`config.mk`:
```
export PLATFORM = sky130hd
export DESIGN_NAME = clkgate_ctrl
export DESIGN_NICKNAME = d
export VERILOG_FILES = /design/src/rtl/clkgate_pkg.sv /design/src/rtl/clkgate_csr.sv /design/src/rtl/clkgate_policy.sv /design/src/rtl/clkgate_track.sv /design/src/rtl/clkgate_ctrl.sv
export SDC_FILE = /design/constraint.sdc
export NUM_CORES = 1
export LEC_CHECK = 0
export BUFFER_PORTS_ARGS = -buffer_cell sky130_fd_sc_hd__buf_2
export CAP_MARGIN = 15
export CORE_UTILIZATION = 23
export CTS_BUF_LIST = sky130_fd_sc_hd__clkbuf_16
export DETAILED_ROUTE_END_ITERATION = 8
export PLACE_DENSITY = 0.82
export SYNTH_ARGS = -nofsm -noshare
export SYNTH_HDL_FRONTEND = slang
export SYNTH_HIERARCHICAL = 1
export SYNTH_SLANG_ARGS = --single-unit
```
`constraint.sdc`:
```
create_clock -name clk -period 0.8 [get_ports clk]
set_input_delay 0.04 -clock clk [delete_from_list [all_inputs] [get_ports clk]]
set_output_delay 0.04 -clock clk [all_outputs]
set_load 0.02 [all_outputs]
```
`src/rtl/clkgate_pkg.sv`:
```
package clkgate_pkg;
    localparam int unsigned CSR_W = 32;

    typedef struct packed {
        logic sw_mode;
        logic sw_en;
    } gate_ctl_t;
endpackage

```
`src/rtl/clkgate_csr.sv`:
```
module clkgate_csr
    import clkgate_pkg::*;
#(
    parameter int unsigned EN_POS  = 0,
    parameter int unsigned SEL_POS = 2
) (
    input  logic             clk,
    input  logic             rst_n,
    input  logic             wr_en,
    input  logic [CSR_W-1:0] wr_data,
    output gate_ctl_t        ctl
);
    gate_ctl_t ctl_d, ctl_q;

    // Only the mode and enable bits are writable; the others are dropped.
    logic unused_wr_bits;
    assign unused_wr_bits = ^wr_data;

    always_comb begin
        ctl_d = ctl_q;
        if (wr_en) begin
            ctl_d.sw_mode = wr_data[SEL_POS];
            ctl_d.sw_en   = wr_data[EN_POS];
        end
    end

    always_ff @(posedge clk) begin
        if (!rst_n) begin
            ctl_q <= '{sw_mode: 1'b1, sw_en: 1'b1};
        end else begin
            ctl_q <= ctl_d;
        end
    end

    assign ctl = ctl_q;
endmodule

```
`src/rtl/clkgate_policy.sv`:
```
module clkgate_policy
    import clkgate_pkg::*;
#(
    parameter bit HAS_GATE = 1'b1,
    parameter bit KEEP_ON  = 1'b0
) (
    input  gate_ctl_t ctl,
    input  logic      hw_run,
    output logic      want_on
);
    always_comb begin
        if (!HAS_GATE) begin
            want_on = 1'b1;
        end else if (ctl.sw_mode) begin
            want_on = ctl.sw_en | KEEP_ON;
        end else begin
            want_on = hw_run;
        end
    end
endmodule

```
`src/rtl/clkgate_track.sv`:
```
module clkgate_track #(
    parameter int unsigned STAGES = 2
) (
    input  logic clk,
    input  logic rst_n,
    input  logic want_on,
    output logic clk_en,
    output logic settled
);
    typedef struct packed {
        logic              gate;
        logic [STAGES-1:0] pipe;
    } trk_t;

    trk_t trk_d, trk_q;
    logic [STAGES-1:0] pipe_next;

    generate
        if (STAGES == 1) begin : g_one
            assign pipe_next = trk_q.gate;
        end else begin : g_many
            assign pipe_next = {trk_q.pipe[STAGES-2:0], trk_q.gate};
        end
    endgenerate

    always_comb begin
        trk_d      = trk_q;
        trk_d.gate = want_on;
        trk_d.pipe = pipe_next;
    end

    always_ff @(posedge clk) begin
        if (!rst_n) begin
            trk_q <= '{gate: 1'b1, pipe: '1};
        end else begin
            trk_q <= trk_d;
        end
    end

    assign clk_en  = trk_q.gate;
    assign settled = trk_q.pipe[STAGES-1];
endmodule

```
`src/rtl/clkgate_ctrl.sv`:
```
module clkgate_ctrl
    import clkgate_pkg::*;
#(
    parameter int unsigned EN_POS      = 0,
    parameter int unsigned STAT_POS    = 1,
    parameter int unsigned SEL_POS     = 2,
    parameter int unsigned SYNC_STAGES = 2,
    parameter bit          HAS_GATE    = 1'b1,
    parameter bit          KEEP_ON     = 1'b0
) (
    input  logic             clk,
    input  logic             rst_n,
    input  logic             wr_en,
    input  logic [CSR_W-1:0] wr_data,
    output logic [CSR_W-1:0] rd_data,
    input  logic             hw_run,
    output logic             clk_en
);
    gate_ctl_t ctl;
    logic      want_on;
    logic      settled;

    clkgate_csr #(
        .EN_POS (EN_POS),
        .SEL_POS(SEL_POS)
    ) u_csr (
        .clk    (clk),
        .rst_n  (rst_n),
        .wr_en  (wr_en),
        .wr_data(wr_data),
        .ctl    (ctl)
    );

    clkgate_policy #(
        .HAS_GATE(HAS_GATE),
        .KEEP_ON (KEEP_ON)
    ) u_policy (
        .ctl    (ctl),
        .hw_run (hw_run),
        .want_on(want_on)
    );

    clkgate_track #(
        .STAGES(SYNC_STAGES)
    ) u_track (
        .clk    (clk),
        .rst_n  (rst_n),
        .want_on(want_on),
        .clk_en (clk_en),
        .settled(settled)
    );

    always_comb begin
        rd_data           = '0;
        rd_data[EN_POS]   = ctl.sw_en;
        rd_data[SEL_POS]  = ctl.sw_mode;
        rd_data[STAT_POS] = settled;
    end
endmodule

```
## Yosys cells after proc, flatten, opt, wreduce, memory -nomap -nowiden

Index checks and enable logic that the tools add are counted.

| storage, ports and cells | value |
|---|---|
| register bits after elaboration | 5 |
| input bits | 36 |
| output and inout port bits | 33 |
| logic and storage cells | 5 |

| operators by class | value |
|---|---|
| mux-type cells | 1 |

Operators with widths:

| kind | count |
|---|---|
| 1-bit 2-to-1 mux | 1 |

## Longest topological paths before layout

| logic depth | value |
|---|---|
| depth after elaboration | 1 |
| mapped depth | 2 |
| depth with buffers taken out | 2 |

## Cells and area by module

The synthesis kept the hierarchy.

Modules (own cells, without submodules):

| module | times used | cells an instance | area an instance (sq um) | seq. area each (sq um) |
|---|---|---|---|---|
| clkgate_ctrl | 1 | 31 | 229.0 | 0.0 |
| clkgate_track | 1 | 6 | 78.8 | 60.1 |
| clkgate_csr | 1 | 6 | 67.6 | 40.0 |
| clkgate_policy | 1 | 1 | 15.0 | 0.0 |

## Worst setup path after synthesis

Ideal clock, no wire load.

| timing | value |
|---|---|
| kind | register to register |
| start point | register u_csr.ctl_q, in the netlist u_csr/ctl[1] |
| end point | register u_track.trk_q, in the netlist u_track/clk_en |
| library setup time | 0.117 ns |
| data arrival time | 0.890 ns |
| required time | 0.683 ns |
| setup slack | -0.207 ns |
| cell stages (with the launch flop) | 3 |
| buffers on the path | 0 |
| clock period less this slack | 1.007 ns |
| cell sequence | dfxtp_1 > mux2_4 > nand2b_1 |

| between the ends | value |
|---|---|
| cells in the longest elaborated chain, start to end | 1 |

Ends and longest elaborated chain:

| what | line | RTL |
|---|---|---|
| start: declaration | clkgate_csr.sv:13 | `gate_ctl_t ctl_d, ctl_q;` |
| start signal: assignment | clkgate_csr.sv:29 | `ctl_q <= '{sw_mode: 1'b1, sw_en: 1'b1};` |
| start signal: assignment | clkgate_csr.sv:31 | `ctl_q <= ctl_d;` |
| 1-bit 2-to-1 mux | clkgate_policy.sv:14 | `end else if (ctl.sw_mode) begin` |
| net want_on | clkgate_ctrl.sv:20 | `logic want_on;` |
| end signal: assignment | clkgate_track.sv:34 | `trk_q <= '{gate: 1'b1, pipe: '1};` |
| end signal: assignment | clkgate_track.sv:36 | `trk_q <= trk_d;` |
| end: declaration | clkgate_track.sv:15 | `trk_t trk_d, trk_q;` |

The timed path passes the listed nets, and every way through them passes these cells.
A chain may end at the register's enable or synchronous reset.

## Worst setup path in the final report

Ends and elaborated chain as after synthesis.

==> results.py <==
metrics = {
    "floorplanning": {
        "io_pins": 69,
        "die_area_um2": 1870,
        "die_height_um": 43.2,
        "start_util_pct": 25.3,
        "floorplan.rows": 14,
        "coreArea_um2": 1540,
        "chipWidth_um": 43.2,
    },
    "clock_network": {
        "post-cts-setup-buffers": 0,
        "tritoncts": "yes",
        "clk_latency_ns": 0.23,
        "cts_num_sinks": 5,
        "cts_made_buffers": 3,
        "path_clk_slew_ns": 0.03,
        "cts-hold-fix-buffers": 0,
        "cts_buffer_depth": 2,
        "h-tree-depth": 1,
        "cts_root_buf": "clkbuf_16",
    },
    "layout": {
        "fill_cells": 160,
        "drive_gt1_share_pct": 30.4,
        "regArea_um2": 105,
        "final_cell_area_um2": 444,
        "antenna_cells": 0,
        "final_cell_mix": "29 x conb_1, 8 x buf_2, 3 x clkbuf_16, 3 x dfxtp_1",
        "fin_nets": 93,
        "multi_input_area_um2": 178,
        "area_delta_synth_final_pct": 13.8,
        "layout_commonest_cell": "conb_1",
    },
    "synth": {
        "synth_cell_types": 7,
        "synth-seq-cells": 5,
        "ys_warn_count": 6,
        "ys_top_cells_by_area": "buf_4 58%, dfxtp_1 26%, mux2i_1 5.1%",
        "synth_top_area_share_pct": 57.7,
        "syn_area_per_cell_um2": 8.87,
        "yosysSeqAreaShare_pct": 25.6,
        "synth_top_cell_by_area": "buf_4",
        "syn-cell-area_um2": 390,
        "netlist_instances": 44,
    },
    "routing": {
        "met1_length_um": 133,
        "wl_met2_um": 224,
        "firstDrtPassIters": 2,
        "top_layer_used": "met4",
        "vias": 212,
        "postRouteAntennaNets": 0,
        "drt-wirelength-per-cell_um": 6.18,
        "via_per_inst": 2.94,
        "wl_met3_um": 78,
        "drc": 0,
        "wl_um": 445,
        "drtIter0Drc": 2,
    },
    "sta": {
        "hold_viol": 0,
        "fmax_mhz": 1150,
        "finalSetupViolations": 2,
        "slew_violations": 0,
        "grt_setup_unrepaired": "true",
        "fin_ws_ns": -0.0679,
        "period_needed_ns": 0.868,
        "finClkSkew_ns": 0.00111,
        "finalSetupTns_ns": -0.0760,
        "finalCritPeriodShare_pct": 108,
    },
    "placement": {
        "io_buffer_count": 9,
        "finalWeightedCongestion": 0.627,
        "placed_cell_area_um2": 347,
        "hpwl_um": 372,
    },
    "run": {
        "maxCapViolCount": 0,
    },
    "global_routing": {
        "grt_first_pass_wirelength_um": 558,
        "grt_pass1_vias": 134,
        "overflow": 0,
        "antenna_found_initial": 0,
        "grt_use_total_pct": 5.28,
        "grt_max_degree": 6,
    },
    "worst_setup_path": {
        "worstSetupPathType": "reg2reg",
        "endpoint_kind": "flip-flop",
        "worstPathArrival_ns": 0.99,
        "path_max_fanout": 3,
        "cp.required_ns": 0.92,
        "worstSetupStartpointType": "flip-flop",
    },
    "power": {
        "power.density_nw_per_um2": 2860,
        "pwr-share-seq_pct": 21.1,
        "p_leak_nw": 0.253,
        "p_int_mw": 0.952,
        "switching_share_pct": 25.2,
        "vdd_ir_drop_max_mv": 1.07,
        "switchingPower_mw": 0.320,
        "p_comb_share_pct": 15.3,
        "clkPwrFrac_pct": 63.6,
    },
    "worst_hold_path": {
        "hp-class": "in2reg",
    },
    "status": {
        "run_status": "finished with violations",
        "violations": "setup timing",
    },
}
flip-flops by register name, indices dropped and copies added (netlist names):
signal and count:
u_csr/ctl 2, u_track/clk_en 1, u_track/pipe_next 1, u_track/settled 1
what timing repair did:
| action | in CTS | in global routing |
|---|---|---|
| resized for setup | 5 | 0 |
| endpoints found under the setup margin | 2 | 2 |
| cloned | 0 | 0 |
power by group through the flow:
stage	clock network, mW	logic, mW	registers [mW]
floorplan	0	0.249	0.282
global placement	0	0.181	0.270
detailed placement	0	0.182	0.271
CTS	0.832	0.193	0.268
global route	0.857	0.206	0.270
finish	0.809	0.194	0.268
kinds of logic (layout without fill, tap and decap cells):
family	Yosys count	count (layout)	synth area share, %
buf+inv	30	14	57.7
flops	5	5	25.6
simple gates	5	5	6.73
mux	3	3	8.97
other cells	1	29	0.961
synthesized netlist by cell type (all sizes together):
library cell  instances
buf                  30
conb                  1
mux2                  1
nand2                 2
dfxtp                 5
mux2i                 2
nand2b                3
metrics by stage:
| stage | setup WS, ns | hold WS (ns) | utilization [%] | instances | power [mW] |
|---|---|---|---|---|---|
| after floorplan | -0.101 | 0.101 | - | 72 | 0.531 |
| after global placement | -0.0528 | 0.253 | 22.5 | 68 | 0.451 |
| after detailed placement | -0.0731 | 0.254 | 22.5 | 68 | 0.453 |
| after CTS | -0.0670 | 0.0334 | 28.8 | 72 | 1.29 |
| after global routing | -0.0781 | 0.0383 | 28.8 | 72 | 1.33 |
| final | -0.0679 | 0.0349 | 28.8 | 72 | 1.27 |
path summary, 6_finish.rpt:
path,end,from,slack (ns),depth (start not counted)
max,u_track/clk_en,u_csr/ctl[1],-0.07,2
min,u_csr/ctl[0],wr_data[0],0.03,3
max reg2reg,u_track/clk_en,u_csr/ctl[1],-0.07,2
min reg2reg,u_track/settled,u_track/pipe_next[1],0.40,1
worst max-delay path: stages, from the launching register on:
cell      delay, ns
dfxtp_4        0.34
mux2_4         0.29
nand2b_4       0.13
cell type report:
cell class | instances | share of cell area, %
flip-flops and latches | 5 | 23.7
multi-input cells | 37 | 40.0
clock buffers | 3 | 16.9
repair buffers | 10 | 14.1
clock inverters | 1 | 0.845
well taps | 16 | 4.51
per-layer routing:
metal | global-route usage [%] | vias up
met5 | 0 | -
met3 | 8.09 | 2
met4 | 5.45 | 0
li1 | - | 98
met1 | 3.32 | 90
met2 | 5.97 | 22
Power figures use the tool's default switching activity.
